==> src/rtl/ce_irq_pkg.sv <==
package ce_irq_pkg;
  localparam int ST_W      = 6;
  localparam int HOST_EN_W = 5;
  localparam int ST_CC     = 0;
  localparam int ST_SRC_HI = 1;
  localparam int ST_SRC_LO = 2;
  localparam int ST_DST_HI = 3;
  localparam int ST_DST_LO = 4;
  localparam int ST_ERR    = 5;

  typedef enum logic [2:0] {
    SEL_HOST_EN  = 3'd0,
    SEL_ERR_EN   = 3'd1,
    SEL_STAT_CLR = 3'd2,
    SEL_SRC_WM   = 3'd3,
    SEL_DST_WM   = 3'd4
  } cfg_sel_e;
endpackage

==> src/rtl/wm_detect.sv <==
module wm_detect #(
  parameter int OCC_W = 6
) (
  input  logic             clk,
  input  logic             rst,
  input  logic [OCC_W-1:0] occ_i,
  input  logic [OCC_W-1:0] lo_i,
  input  logic [OCC_W-1:0] hi_i,
  output logic             hi_evt_o,
  output logic             lo_evt_o
);
  logic above_now, below_now;
  logic above_q, below_q;

  assign above_now = (occ_i >= hi_i);
  assign below_now = (occ_i <= lo_i);

  // After reset the ring is taken as empty: below low, not above high.
  always_ff @(posedge clk) begin
    if (rst) begin
      above_q <= 1'b0;
      below_q <= 1'b1;
    end else begin
      above_q <= above_now;
      below_q <= below_now;
    end
  end

  assign hi_evt_o = above_now & ~above_q;
  assign lo_evt_o = below_now & ~below_q;


  no_double_hi_chk: assert property (@(posedge clk) disable iff (rst)
    hi_evt_o |=> !hi_evt_o);

  no_double_lo_chk: assert property (@(posedge clk) disable iff (rst)
    lo_evt_o |=> !lo_evt_o);
endmodule

==> src/rtl/eng_irq_slice.sv <==
module eng_irq_slice
  import ce_irq_pkg::*;
#(
  parameter int OCC_W      = 6,
  parameter int RING_DEPTH = 32,
  parameter int CFG_W      = 12
) (
  input  logic             clk,
  input  logic             rst,
  input  logic             cc_evt_i,
  input  logic             err_evt_i,
  input  logic [OCC_W-1:0] src_occ_i,
  input  logic [OCC_W-1:0] dst_occ_i,
  input  logic             wr_i,
  input  logic [2:0]       sel_i,
  input  logic [CFG_W-1:0] wdata_i,
  output logic [ST_W-1:0]  stat_o,
  output logic             pend_o
);
  localparam logic [OCC_W-1:0] HI_RST = OCC_W'(RING_DEPTH);

  logic [HOST_EN_W-1:0] host_en_q;
  logic                 err_en_q;
  logic [OCC_W-1:0]     src_lo_q, src_hi_q, dst_lo_q, dst_hi_q;
  logic [ST_W-1:0]      stat_q;
  logic [ST_W-1:0]      clr_mask, evt_vec;
  logic                 src_hi_evt, src_lo_evt, dst_hi_evt, dst_lo_evt;

  wm_detect #(.OCC_W(OCC_W)) u_src_wm (
    .clk(clk), .rst(rst), .occ_i(src_occ_i), .lo_i(src_lo_q), .hi_i(src_hi_q),
    .hi_evt_o(src_hi_evt), .lo_evt_o(src_lo_evt)
  );

  wm_detect #(.OCC_W(OCC_W)) u_dst_wm (
    .clk(clk), .rst(rst), .occ_i(dst_occ_i), .lo_i(dst_lo_q), .hi_i(dst_hi_q),
    .hi_evt_o(dst_hi_evt), .lo_evt_o(dst_lo_evt)
  );

  // Configuration registers
  always_ff @(posedge clk) begin
    if (rst) begin
      host_en_q <= '0;
      err_en_q  <= 1'b0;
      src_lo_q  <= '0;
      src_hi_q  <= HI_RST;
      dst_lo_q  <= '0;
      dst_hi_q  <= HI_RST;
    end else if (wr_i) begin
      case (sel_i)
        SEL_HOST_EN: host_en_q <= wdata_i[HOST_EN_W-1:0];
        SEL_ERR_EN:  err_en_q  <= wdata_i[0];
        SEL_SRC_WM: begin
          src_lo_q <= wdata_i[OCC_W-1:0];
          src_hi_q <= wdata_i[2*OCC_W-1:OCC_W];
        end
        SEL_DST_WM: begin
          dst_lo_q <= wdata_i[OCC_W-1:0];
          dst_hi_q <= wdata_i[2*OCC_W-1:OCC_W];
        end
        default: ;
      endcase
    end
  end

  always_comb begin
    clr_mask = '0;
    if (wr_i && (sel_i == SEL_STAT_CLR)) clr_mask = wdata_i[ST_W-1:0];
  end

  always_comb begin
    evt_vec            = '0;
    evt_vec[ST_CC]     = cc_evt_i;
    evt_vec[ST_SRC_HI] = src_hi_evt;
    evt_vec[ST_SRC_LO] = src_lo_evt;
    evt_vec[ST_DST_HI] = dst_hi_evt;
    evt_vec[ST_DST_LO] = dst_lo_evt;
    evt_vec[ST_ERR]    = err_evt_i;
  end

  // Sticky status: a new event outranks a clear in the same cycle.
  always_ff @(posedge clk) begin
    if (rst) stat_q <= '0;
    else     stat_q <= (stat_q & ~clr_mask) | evt_vec;
  end

  assign stat_o = stat_q;
  assign pend_o = (|(stat_q[HOST_EN_W-1:0] & host_en_q)) | (stat_q[ST_ERR] & err_en_q);


  evt_sets_chk: assert property (@(posedge clk) disable iff (rst)
    (|evt_vec) |=> ((stat_q & $past(evt_vec)) == $past(evt_vec)));

  clr_takes_chk: assert property (@(posedge clk) disable iff (rst)
    (|clr_mask) |=> ((stat_q & $past(clr_mask) & ~$past(evt_vec)) == '0));

  stat_hold_chk: assert property (@(posedge clk) disable iff (rst)
    ((clr_mask == '0) && (evt_vec == '0)) |=> $stable(stat_q));

  idle_no_pend_chk: assert property (@(posedge clk) disable iff (rst)
    (stat_q == '0) |-> !pend_o);
endmodule

==> src/rtl/ce_irq_collector.sv <==
module ce_irq_collector
  import ce_irq_pkg::*;
#(
  parameter  int NUM_ENG    = 4,
  parameter  int RING_DEPTH = 32,
  localparam int OCC_W      = $clog2(RING_DEPTH + 1),
  localparam int CFG_W      = (2 * OCC_W > ST_W) ? 2 * OCC_W : ST_W,
  localparam int ENG_W      = (NUM_ENG > 1) ? $clog2(NUM_ENG) : 1
) (
  input  logic                     clk,
  input  logic                     rst,
  input  logic [NUM_ENG-1:0]       cc_evt_i,
  input  logic [NUM_ENG-1:0]       err_evt_i,
  input  logic [NUM_ENG*OCC_W-1:0] src_occ_i,
  input  logic [NUM_ENG*OCC_W-1:0] dst_occ_i,
  input  logic                     cfg_we_i,
  input  logic [ENG_W-1:0]         cfg_eng_i,
  input  logic [2:0]               cfg_sel_i,
  input  logic [CFG_W-1:0]         cfg_wdata_i,
  output logic [NUM_ENG*ST_W-1:0]  stat_o,
  output logic [NUM_ENG-1:0]       summary_o,
  output logic                     irq_o
);
  logic [NUM_ENG-1:0] pend;
  logic               irq_q;

  if (NUM_ENG < 1 || NUM_ENG > 16) begin : g_bad_count
    $error("NUM_ENG must lie between 1 and 16");
  end

  for (genvar g = 0; g < NUM_ENG; g++) begin : g_eng
    logic sel_me;
    assign sel_me = cfg_we_i && (cfg_eng_i == ENG_W'(g));

    eng_irq_slice #(
      .OCC_W(OCC_W), .RING_DEPTH(RING_DEPTH), .CFG_W(CFG_W)
    ) u_slice (
      .clk(clk),
      .rst(rst),
      .cc_evt_i(cc_evt_i[g]),
      .err_evt_i(err_evt_i[g]),
      .src_occ_i(src_occ_i[g*OCC_W +: OCC_W]),
      .dst_occ_i(dst_occ_i[g*OCC_W +: OCC_W]),
      .wr_i(sel_me),
      .sel_i(cfg_sel_i),
      .wdata_i(cfg_wdata_i),
      .stat_o(stat_o[g*ST_W +: ST_W]),
      .pend_o(pend[g])
    );
  end

  assign summary_o = pend;

  always_ff @(posedge clk) begin
    if (rst) irq_q <= 1'b0;
    else     irq_q <= |pend;
  end

  assign irq_o = irq_q;


  irq_follow_chk: assert property (@(posedge clk) disable iff (rst)
    (|summary_o) |=> irq_o);

  irq_quiet_chk: assert property (@(posedge clk) disable iff (rst)
    (summary_o == '0) |=> !irq_o);
endmodule

==> config.mk <==
export PLATFORM = sky130hd
export DESIGN_NAME = ce_irq_collector
export DESIGN_NICKNAME = d
export VERILOG_FILES = /design/src/rtl/ce_irq_pkg.sv /design/src/rtl/wm_detect.sv /design/src/rtl/eng_irq_slice.sv /design/src/rtl/ce_irq_collector.sv
export SDC_FILE = /design/constraint.sdc
export NUM_CORES = 1
export LEC_CHECK = 0
export ABC_CLOCK_PERIOD_IN_PS = 4630
export CORE_ASPECT_RATIO = 2
export CORE_MARGIN = 1.5
export CORE_UTILIZATION = 45
export CTS_CLUSTER_DIAMETER = 40
export DETAILED_ROUTE_END_ITERATION = 12
export DONT_BUFFER_PORTS = 1
export PLACE_DENSITY = 0.65
export SETUP_SLACK_MARGIN = 0.2
export SYNTH_ARGS = -nofsm -noshare
export SYNTH_HDL_FRONTEND = slang
export SYNTH_HIERARCHICAL = 1
export SYNTH_SLANG_ARGS = --single-unit
==> constraint.sdc <==
create_clock -name clk -period 4.63 [get_ports clk]
set_input_delay 0.926 -clock clk [delete_from_list [all_inputs] [get_ports clk]]
set_output_delay 0.926 -clock clk [all_outputs]
set_load 0.02 [all_outputs]
==> flow_summary.html <==
<table>
<tr><th>Metric</th><th>Value</th></tr>
<tr><th colspan="2">Global route</th></tr>
<tr><td>Overall Global Routing Usage</td><td>0.2198</td></tr>
<tr><td>Met2 GRT Util</td><td>0.3889</td></tr>
<tr><td>Most heavily used metal layer in global routing</td><td>met2</td></tr>
<tr><td>Routing usage on met1</td><td>0.2354</td></tr>
<tr><td>Number of global-route vias before repair</td><td>6513</td></tr>
<tr><td>First-pass GRT wire length</td><td>34.19 mm</td></tr>
<tr><td>Total gr overflow</td><td>0</td></tr>
<tr><td>Number of antenna violations at the first check in global routing</td><td>0</td></tr>
<tr><td>Maximum number of pins on one net before global-route repair</td><td>210</td></tr>
<tr><td>Grt met3 use</td><td>0.06816</td></tr>
<tr><th colspan="2">Power</th></tr>
<tr><td>Pwr Density</td><td>317.2 nW/um2</td></tr>
<tr><td>Worst ir drop on vdd</td><td>218.4 uV</td></tr>
<tr><td>Overall power</td><td>0.003093 W</td></tr>
<tr><td>Standby leakage power</td><td>4.175 nW</td></tr>
<tr><th colspan="2">Logic synthesis</th></tr>
<tr><td>Most frequent cells after synthesis</td><td>172 x sky130_fd_sc_hd__nand2b_1, 161 x sky130_fd_sc_hd__dfxtp_1, 120 x sky130_fd_sc_hd__mux2i_1</td></tr>
<tr><td>Number of instances in the synthesized netlist</td><td>956</td></tr>
<tr><td>Library cell with the largest summed area after synthesis</td><td>sky130_fd_sc_hd__dfxtp_1</td></tr>
<tr><td>Cell variety after synth</td><td>31</td></tr>
<tr><td>Most instantiated library cell after synthesis</td><td>sky130_fd_sc_hd__nand2b_1</td></tr>
<tr><td>Share of synthesized area occupied by flip-flops and latches</td><td>0.3582</td></tr>
<tr><td>Count of flip-flops with a built-in enable after synthesis</td><td>0</td></tr>
<tr><td>Top FF cell, synth</td><td>sky130_fd_sc_hd__dfxtp_1</td></tr>
<tr><td>Area fraction of the dominant cell type after synthesis</td><td>0.3582</td></tr>
<tr><td>Dominant cells by area after synthesis</td><td>sky130_fd_sc_hd__dfxtp_1 36%, sky130_fd_sc_hd__ha_1 13%, sky130_fd_sc_hd__mux2i_1 13%</td></tr>
<tr><td>Post-synth design cell area</td><td>8999 um2</td></tr>
<tr><td>Yosys synthesis warning count</td><td>6</td></tr>
<tr><td>Post-synthesis async set-or-reset flop share</td><td>0</td></tr>
<tr><td>Post-Synthesis Mean Instance Area</td><td>9.413 um2</td></tr>
<tr><td>Synth Net Count</td><td>1128</td></tr>
<tr><td>Number of synthesized register bits</td><td>161</td></tr>
<tr><th colspan="2">Worst hold path</th></tr>
<tr><td>Worst hold path stage count</td><td>2</td></tr>
<tr><td>Critical hold path startpoint</td><td>g_eng[3].u_slice/dst_hi_q[2]</td></tr>
<tr><td>Worst hold path endpoint</td><td>g_eng[3].u_slice/dst_hi_q[2]</td></tr>
<tr><td>Class of the tightest hold or removal check</td><td>reg2reg</td></tr>
<tr><th colspan="2">Run status</th></tr>
<tr><td>Result of the run</td><td>finished, final reports clean</td></tr>
<tr><th colspan="2">Critical path</th></tr>
<tr><td>Endpoint of the worst register-to-register path</td><td>g_eng[1].u_slice/stat_o[2]</td></tr>
<tr><td>Slowest CP cell</td><td>sky130_fd_sc_hd__dfxtp_1</td></tr>
<tr><td>Worst R2R Setup Slack</td><td>2900 ps</td></tr>
<tr><td>Reg2reg path depth</td><td>8</td></tr>
<tr><td>Reg2Reg Launch Point</td><td>g_eng[1].u_slice/src_lo_q[5]</td></tr>
<tr><td>Highest cell delay on the worst timing path</td><td>580 ps</td></tr>
<tr><td>Worst Setup End Kind</td><td>primary output</td></tr>
<tr><td>Kind of launch point of the worst setup path</td><td>flip-flop</td></tr>
<tr><td>CP bufs+invs</td><td>0</td></tr>
<tr><td>Required time reported for the critical path endpoint</td><td>3700 ps</td></tr>
<tr><td>Setup Crit Path Kind</td><td>reg2out</td></tr>
<tr><td>CP cell instances</td><td>a22oi_1 -&gt; nand3_1</td></tr>
<tr><td>Cell class contributing the biggest share of worst-path delay</td><td>flip-flops</td></tr>
<tr><td>CP Max Fanout</td><td>3</td></tr>
<tr><td>Arr. time, crit path</td><td>1500 ps</td></tr>
<tr><th colspan="2">STA</th></tr>
<tr><td>Final-report hold violation count</td><td>0</td></tr>
<tr><td>Final worst path period need</td><td>2427 ps</td></tr>
<tr><td>Final Hold Slack</td><td>472.9 ps</td></tr>
<tr><td>Post-route clock skew</td><td>10.27 ps</td></tr>
<tr><td>Share of the cycle needed by the critical path after routing</td><td>0.5241</td></tr>
<tr><td>Worst rel slew slack</td><td>0.5557</td></tr>
<tr><td>Least setup slack across all paths after layout</td><td>2203 ps</td></tr>
<tr><td>Summed negative setup slack over all endpoints</td><td>0 ps</td></tr>
<tr><td>Number of failing setup endpoints in the final timing report</td><td>0</td></tr>
<tr><td>Setup repair after global routing missed its margin</td><td>false</td></tr>
<tr><td>Worst Max-Slew Pin Slew</td><td>663.0 ps</td></tr>
<tr><td>Max-slew violation count</td><td>0</td></tr>
<tr><td>Max Clk Rate</td><td>0.4121 GHz</td></tr>
<tr><th colspan="2">Detailed routing</th></tr>
<tr><td>DR vias/cell</td><td>5.289</td></tr>
<tr><td>Antenna Violating Nets Remaining</td><td>0</td></tr>
<tr><td>Count of vias placed by the detailed router</td><td>6426</td></tr>
<tr><td>Count of TritonRoute iterations in the first routing pass</td><td>4</td></tr>
<tr><td>Total Routed Length</td><td>21.97 mm</td></tr>
<tr><td>First DRT Iteration DRCs</td><td>160</td></tr>
<tr><td>Routed wire length per instance</td><td>18.08 um</td></tr>
<tr><td>Final routed DRC violation total</td><td>0</td></tr>
<tr><th colspan="2">Clocking</th></tr>
<tr><td>CTS Buffer Depth</td><td>2</td></tr>
<tr><td>Clock net sink count</td><td>161</td></tr>
<tr><td>Clock transition at the register clock pins on the worst setup and hold paths after CTS</td><td>70 ps</td></tr>
<tr><td>Clock root buffer master</td><td>sky130_fd_sc_hd__clkbuf_16</td></tr>
<tr><td>Quantity of hold-fixing buffers added after cts</td><td>0</td></tr>
<tr><td>Clock network latency to the later pin of the worst-skew pair</td><td>440 ps</td></tr>
<tr><td>Number of CTS-inserted buffers</td><td>17</td></tr>
<tr><td>H-tree levels</td><td>4</td></tr>
<tr><td>Count of instances resized after the clock tree is built</td><td>0</td></tr>
<tr><td>Clock tree from TritonCTS</td><td>built</td></tr>
<tr><td>Number of post-CTS setup repair buffers</td><td>0</td></tr>
<tr><th colspan="2">Finish</th></tr>
<tr><td>Fill cell count</td><td>1902</td></tr>
<tr><td>Diodes inserted</td><td>0</td></tr>
<tr><td>Proportion of layout cells with a drive suffix above 1</td><td>0.05037</td></tr>
<tr><td>Final-stage net count</td><td>1112</td></tr>
<tr><td>Relative area change from synthesis to final layout</td><td>8.384%</td></tr>
<tr><th colspan="2">Floorplanning</th></tr>
<tr><td>Initial standard-cell utilization of the core</td><td>0.4561</td></tr>
<tr><td>Die height</td><td>203.0 um</td></tr>
<tr><td>Chip Width</td><td>103.0 um</td></tr>
<tr><td>Die outline area</td><td>20910 um2</td></tr>
<tr><td>Total I/O pin count</td><td>105</td></tr>
<tr><td>Area of the core</td><td>19730 um2</td></tr>
<tr><td>Row count</td><td>73</td></tr>
<tr><th colspan="2">Placed design</th></tr>
<tr><td>Final weighted congestion of routability-driven global placement</td><td>0.7821</td></tr>
<tr><td>Buffers on Ports</td><td>0</td></tr>
<tr><td>Final HPWL DP</td><td>16.31 mm</td></tr>
<tr><td>Pre-CTS setup slack</td><td>2312 ps</td></tr>
<tr><th colspan="2">Job</th></tr>
<tr><td>Reported max-cap violation count</td><td>0</td></tr>
</table>
cell usage in the layout (no fill, tap or decap), types with 2 or more instances in the layout:
cell and count:
sky130_fd_sc_hd__a21o_1 16, sky130_fd_sc_hd__a21oi_1 24, sky130_fd_sc_hd__a22oi_1 12, sky130_fd_sc_hd__a311oi_1 24, sky130_fd_sc_hd__a31oi_1 8, sky130_fd_sc_hd__a41o_1 8, sky130_fd_sc_hd__and4b_1 4, sky130_fd_sc_hd__and4bb_2 8
sky130_fd_sc_hd__clkbuf_16 17, sky130_fd_sc_hd__clkinv_4 2, sky130_fd_sc_hd__dfxtp_1 161, sky130_fd_sc_hd__ha_1 96, sky130_fd_sc_hd__inv_1 112, sky130_fd_sc_hd__inv_6 8, sky130_fd_sc_hd__inv_8 2, sky130_fd_sc_hd__mux2i_1 120
sky130_fd_sc_hd__nand2_1 9, sky130_fd_sc_hd__nand2b_1 172, sky130_fd_sc_hd__nand3_1 12, sky130_fd_sc_hd__nand4_1 16, sky130_fd_sc_hd__nand4b_1 4, sky130_fd_sc_hd__nand4bb_1 4, sky130_fd_sc_hd__nor2_1 54, sky130_fd_sc_hd__nor2b_1 24
sky130_fd_sc_hd__nor4b_2 4, sky130_fd_sc_hd__nor4bb_1 4, sky130_fd_sc_hd__o21ai_1 8, sky130_fd_sc_hd__o21bai_1 8, sky130_fd_sc_hd__or4b_4 4
area by class of cell:
type	instances	area, um2	share of cell area
well taps	262	327.8	0.03361
multi-input cells	647	5200	0.5332
clock buffers	18	429.2	0.04400
inverters	112	420.4	0.04310
flip-flops and latches	161	3223	0.3305
repair buffers	1	7.507	0.0007697
clock inverters	14	145.1	0.01488
worst max path at each step:
stage,slack (ps),cells after the start,start,end
after floorplan,2520,3,cfg_eng_i[0],g_eng[0].u_slice/host_en_q[0]
after global placement,2340,3,cfg_eng_i[0],g_eng[2].u_slice/src_hi_q[0]
after detailed placement,2310,3,cfg_eng_i[0],g_eng[2].u_slice/src_hi_q[0]
after CTS,2190,2,g_eng[2].u_slice/stat_o[4],summary_o[2]
after global routing,2110,2,g_eng[2].u_slice/stat_o[3],summary_o[2]
final,2200,2,g_eng[2].u_slice/stat_o[3],summary_o[2]
registers in the layout, summed over array words and instances (netlist names), 20 cells and up:
| name | cells |
|---|---|
| g_eng.u_slice/dst_lo_q | 24 |
| g_eng.u_slice/host_en_q | 20 |
| g_eng.u_slice/src_lo_q | 24 |
| g_eng.u_slice/src_hi_q | 24 |
| g_eng.u_slice/stat_o | 24 |
| g_eng.u_slice/dst_hi_q | 24 |
per-stage QoR:
stage / instance area (um2) / util / instances
global route: 9753 / 0.4944 / 1215
detailed placement: 9179 / 0.4652 / 1183
global placement: 9179 / 0.4652 / 1183
finish: 9753 / 0.4944 / 1215
floorplan: 8999 / - / 956
CTS: 9753 / 0.4944 / 1215
power breakdown:
part | leakage, nW | internal [W] | switching, W | total [W]
Sequential | 1.31 | 0.00142 | 0.0000511 | 0.00147
Combinational | 2.58 | 0.000119 | 0.000110 | 0.000229
Clock | 0.285 | 0.000762 | 0.000630 | 0.00139
layer usage:
layer / routed length [um] / part of all wire
met1: 8429 / 0.38
met2: 11490 / 0.52
met3: 1304 / 0.059
met4: 748 / 0.034
met5: 0 / 0
worst register-to-register path: cells and delay by family, from the launching register on:
family | cells | cell delay [ps]
flip-flops | 1 | 340
buffers and inverters | 2 | 120
AND/OR/NAND/NOR | 2 | 390
adder cells (fa/ha/maj) | 1 | 300
AO/OA/AOI/OAI | 3 | 480
cells by family (layout without fill, tap and decap cells):
kind of cell	count (synthesis)	count (layout)	synth area share
DFF	161	161	0.3582
adders and majority gates	96	96	0.1335
buffers and inverters	148	145	0.06396
AOI/OAI and AO/OA	108	108	0.08565
and+or+nand+nor	323	323	0.2253
muxes	120	120	0.1335
Power figures use the tool's default switching activity.
